File: src/rtl/wrint_pkg.sv
package wrint_pkg;

  typedef enum logic [2:0] {
    CMD_NOP = 3'd0,
    CMD_WR  = 3'd1,
    CMD_WRA = 3'd2,
    CMD_RD  = 3'd3,
    CMD_PRE = 3'd4,
    CMD_MRS = 3'd5,
    CMD_ACT = 3'd6,
    CMD_REF = 3'd7
  } cmd_e;

  typedef enum logic [2:0] {
    ERR_NONE   = 3'd0,
    ERR_BL4    = 3'd1,
    ERR_TYPE   = 3'd2,
    ERR_OFFSET = 3'd3,
    ERR_APRE   = 3'd4,
    ERR_EARLY  = 3'd5
  } err_e;

  // only legal distance between a write and the write that cuts it short
  localparam int INT_GAP  = 2;
  // clock cycles of data for each burst length setting
  localparam int HALF_BL8 = 4;
  localparam int HALF_BL4 = 2;

endpackage

File: src/rtl/wrint_burst.sv
module wrint_burst #(
  parameter int AGE_W = 5
) (
  input  logic             clk,
  input  logic             rst_n,
  input  logic             en,
  input  wrint_pkg::cmd_e  cmd,
  input  logic             bl8,
  input  logic [AGE_W-1:0] span_last,
  output wrint_pkg::err_e  err
);
  import wrint_pkg::*;

  logic             busy_q, busy_d;
  logic             apre_q, apre_d;
  logic [AGE_W-1:0] age_q, age_d;
  logic             st_en;
  logic             is_wr;
  logic             in_span;

  // judgement of the current command against the most recent write
  always_comb begin
    is_wr   = (cmd == CMD_WR) || (cmd == CMD_WRA);
    in_span = busy_q && (age_q <= span_last);
    err     = ERR_NONE;
    if (en && in_span && (cmd != CMD_NOP)) begin
      if (!is_wr)                         err = ERR_TYPE;
      else if (!bl8)                      err = ERR_BL4;
      else if (apre_q)                    err = ERR_APRE;
      else if (age_q != AGE_W'(INT_GAP))  err = ERR_OFFSET;
    end
  end

  // tracker next state: any write restarts the age at one
  always_comb begin
    st_en  = (en && is_wr) || busy_q;
    busy_d = busy_q;
    apre_d = apre_q;
    age_d  = age_q;
    if (en && is_wr) begin
      busy_d = 1'b1;
      apre_d = (cmd == CMD_WRA);
      age_d  = AGE_W'(1);
    end else if (age_q >= span_last) begin
      busy_d = 1'b0;
    end else begin
      age_d  = age_q + AGE_W'(1);
    end
  end

  always_ff @(posedge clk or negedge rst_n) begin
    if (!rst_n) begin
      busy_q <= 1'b0;
      apre_q <= 1'b0;
      age_q  <= '0;
    end else if (st_en) begin
      busy_q <= busy_d;
      apre_q <= apre_d;
      age_q  <= age_d;
    end
  end

endmodule

File: config.mk
export PLATFORM = sky130hd
export DESIGN_NAME = wrint_burst
export DESIGN_NICKNAME = d
export VERILOG_FILES = /design/src/rtl/wrint_pkg.sv /design/src/rtl/wrint_burst.sv
export SDC_FILE = /design/constraint.sdc
export NUM_CORES = 1
export LEC_CHECK = 0
export ABC_AREA = 1
export BUFFER_PORTS_ARGS = -buffer_cell sky130_fd_sc_hd__buf_4
export CAP_MARGIN = 30
export CORE_ASPECT_RATIO = 0.8
export CORE_MARGIN = 2
export CORE_UTILIZATION = 30
export CTS_CLUSTER_DIAMETER = 50
export DETAILED_ROUTE_END_ITERATION = 10
export PLACE_DENSITY = 0.5
export SYNTH_ARGS = -nofsm -noshare
export SYNTH_HDL_FRONTEND = slang
export SYNTH_SLANG_ARGS = --single-unit
File: constraint.sdc
create_clock -name clk -period 3.11 [get_ports clk]
set_input_delay 0.311 -clock clk [delete_from_list [all_inputs] [get_ports clk]]
set_output_delay 0.311 -clock clk [all_outputs]
set_load 0.02 [all_outputs]
==> out/qor_table.md <==
| Result | Value |
| --- | --- |
| Outcome | finished, final reports clean |
| Routed Wire Length | 1341 um |
| Row cnt | 14 |
| 1st-iter DRT viols | 12 |
| Number of global-route vias before repair | 576 |
| Path category of the worst min-delay check | in2reg |
| Share of final-layout standard cells stronger than drive strength 1 | 25.00% |
| Headroom to the max-slew limit | 76.13% |
| Die height | 45.29 um |
| Leak pwr | 0.4401 nW |
| Final weighted congestion in routability-driven placement | 0.7404 |
| Kind of start point of the critical path | register |
| H-tree depth reported by CTS | 1 |
| Hold path startpoint | en |
| DRC errors left | 0 |
| Global route overflow | 0 |
| Number of antenna violations at the first check in global routing | 0 |
| Tmin final | 2.090 ns |
| Final number of max-transition violations | 0 |
| Largest net degree at the start of global routing | 12 |
| Worst-skew pair later-pin latency | 0.25 ns |
| Cell area after technology mapping | 639.4 um2 |
| Tightest Pin Transition | 0.3571 ns |
| Number of diodes | 0 |
| Number of cells on the worst hold path | 3 |
| Total Die Area | 0.002519 mm2 |
| Worst vdd rail ir drop | 0.0003471 V |
| Share of cell area taken by muxes after synthesis | 0% |
| Critical path type | reg2out |
| Post-Synth XOR/XNOR Area | 4.110% |
| DR vias | 579 |
| Per-cell via count in the routed design | 4.523 |
| # fillers | 211 |
| TritonCTS clock tree | done |
| Syn_nets | 105 |
| Setup violation total in the final timing report | 0 |
| CTS max path bufs | 2 |
| Total negative slack for setup checks | 0 ns |
| Detailed placement HPWL | 1084 um |
| Warnings, synthesis | 0 |
| Max-cap check violation count | 0 |
| Distinct cell type count of the synthesized netlist | 21 |
| Cells after Synth | 86 |
| NumNets Final | 124 |
| Power, Total | 0.0005703 W |
| Sequential fraction of the synthesis area | 27.40% |
| RSZ-0062 raised after global routing | no |
| Post-synthesis compound-gate area fraction | 4.892% |
| Post-CTS setup buffer count | 0 |
| Largest family of logic cells by synthesized area | simple AND/OR/NAND/NOR gates |
| Placed Area | 763.2 um2 |
| Clock root buffer | clkbuf_4 |
| Routed length per placed instance | 10.48 um |
| Post-synthesis share of cell area spent on and, or, nand and nor gates | 39.33% |
| DP Worst Slack | 1.271 ns |
| Start of the worst register-to-register path | age_q[3] |
| CP endpoint | err[2] |
| Residual antenna-violating net count after detailed routing | 0 |
| Register-to-Register Setup Slack | 1.52 ns |
| Register bit total from synthesis | 7 |
| # IOs | 15 |
| Number of sinks driven by the clock tree | 7 |
| Initial core utilization | 32.88% |
| Upper clock frequency limit | 0.4785 GHz |
| Die extent in x | 55.62 um |
| Cell Pwr Density | 713.3 mW/mm2 |
| Maximum fanout along the worst path | 6 |
| Post-route setup slack | 1.020 ns |
| Worst Hold Slack | 0.3759 ns |
| Global-route usage over all layers | 12.80% |
| Number of hold violations in the final report | 0 |
| First-pass GRT wire length | 2497 um |
| Avg Cell Area, Syn | 7.434 um2 |
| Num CTS Buffers | 3 |
| Data arrival time of the critical path | 1.78 ns |
| WP data required | 2.80 ns |
| Synthesized-area fraction occupied by adder cells | 13.70% |
| Endpoint class of the critical path | primary output |
| Area growth from synthesis to layout | 25.05% |
| Fraction of the cycle the final worst path needs | 67.20% |
| Final Cell Area | 799.5 um2 |
| Pre-antenna DRT Iters | 4 |
| Std-Cell Core Area | 0.001944 mm2 |
| Number of cells traversed by the worst register-to-register path | 9 |
| Reg-to-Reg End | age_q[1] |
| Number of I/O port buffers | 14 |
| Clock Pin Slew Worst Setup and Hold Paths | 0.05 ns |
| Clock skew | 0.001678 ns |
| Startpoint of the worst setup timing path | age_q[2] |
[flip-flops by register name, summed over array words and instances, names as in the netlist]
signal  flops
busy_q      1
age_q       5
apre_q      1
[report_power, final]
group	total (W)	internal, W	switching, W
logic	0.000321	0.000125	0.000196
clock network	0.0000809	0.0000489	0.0000321
registers	0.000168	0.000127	0.0000408
[critical path: stages, from the launching register on]
cell	delay, ns
dfrtp_1	0.44
ha_1	0.32
nand2_1	0.10
nor2_2	0.17
nand2_1	0.07
o21ai_1	0.08
nand2_1	0.09
nor2_1	0.10
buf_4	0.15
[area by class of cell]
type	instances	area, um2	area share, %
sequential	7	175.2	21.91
clock buffer	4	26.28	3.286
multi-input combinational	63	396.6	49.61
timing repair buffer	15	115.1	14.40
inverter	15	56.30	7.042
tap	24	30.03	3.756
[layer usage]
layer | GRT usage, % | wire length, um
met1 | 19.79 | 788
met2 | 17.14 | 518
met3 | 1.146 | 26
met4 | 7.317 | 8
met5 | 0 | 0
[placed cells by master (no fill, tap or decap), drive strengths merged]
| master | count |
|---|---|
| inv | 15 |
| o21ai | 2 |
| clkbuf | 4 |
| nor3 | 3 |
| nand3b | 1 |
| nand2 | 23 |
| nand4 | 4 |
| a21oi | 2 |
| ha | 7 |
| dfrtp | 7 |
| buf | 14 |
| xor2 | 3 |
| dlygate4sd3 | 1 |
| nand3 | 11 |
| nor2 | 7 |
[how the worst min path moves through the flow]
stage	end	slack (ns)
global route	apre_q	0.39
CTS	apre_q	0.37
finish	apre_q	0.38
floorplan	age_q[0]	0.02
global placement	age_q[3]	0.13
detailed placement	age_q[3]	0.13
[synth_stat cells]
master / instances / share of area [%]
nand2_4: 1 / 1.8
ha_1: 7 / 14
o21ai_1: 1 / 0.78
a21oi_4: 1 / 2.5
nor3_1: 2 / 1.6
nand3_1: 11 / 8.6
nor2_1: 5 / 2.9
nand3b_1: 1 / 1.2
dfrtp_1: 7 / 27
nor3_4: 1 / 2.5
o21ai_0: 1 / 0.78
a21oi_1: 1 / 0.78
nor2_2: 1 / 0.98
nand2_2: 3 / 2.9
inv_1: 14 / 8.2
nor2_4: 1 / 1.8
inv_2: 1 / 0.59
nand4_1: 4 / 3.9
nand2_1: 19 / 11
buf_6: 1 / 1.8
xor2_1: 3 / 4.1
[cells by family after synthesis]
group / Yosys count
AO/OA/AOI/OAI: 4
XOR/XNOR: 3
adder cells (fa/ha/maj): 7
buffers and inverters: 16
flip-flops: 7
AND/OR/NAND/NOR: 49
[metrics by stage]
step	util [%]	cells
6_report	41.12	128
5_1_grt	41.12	128
4_1_cts	41.12	128
3_5_place_dp	39.25	123
3_3_place_gp	39.25	123
2_1_floorplan	-	86
[what timing repair did]
item / CTS / global route
hold buffers: 1 / 0
endpoints found under the setup margin: 0 / 0
endpoints found under the hold margin: 7 / 0
resized for setup: 0 / 0
Note: power is estimated with default switching activity, not from simulation.
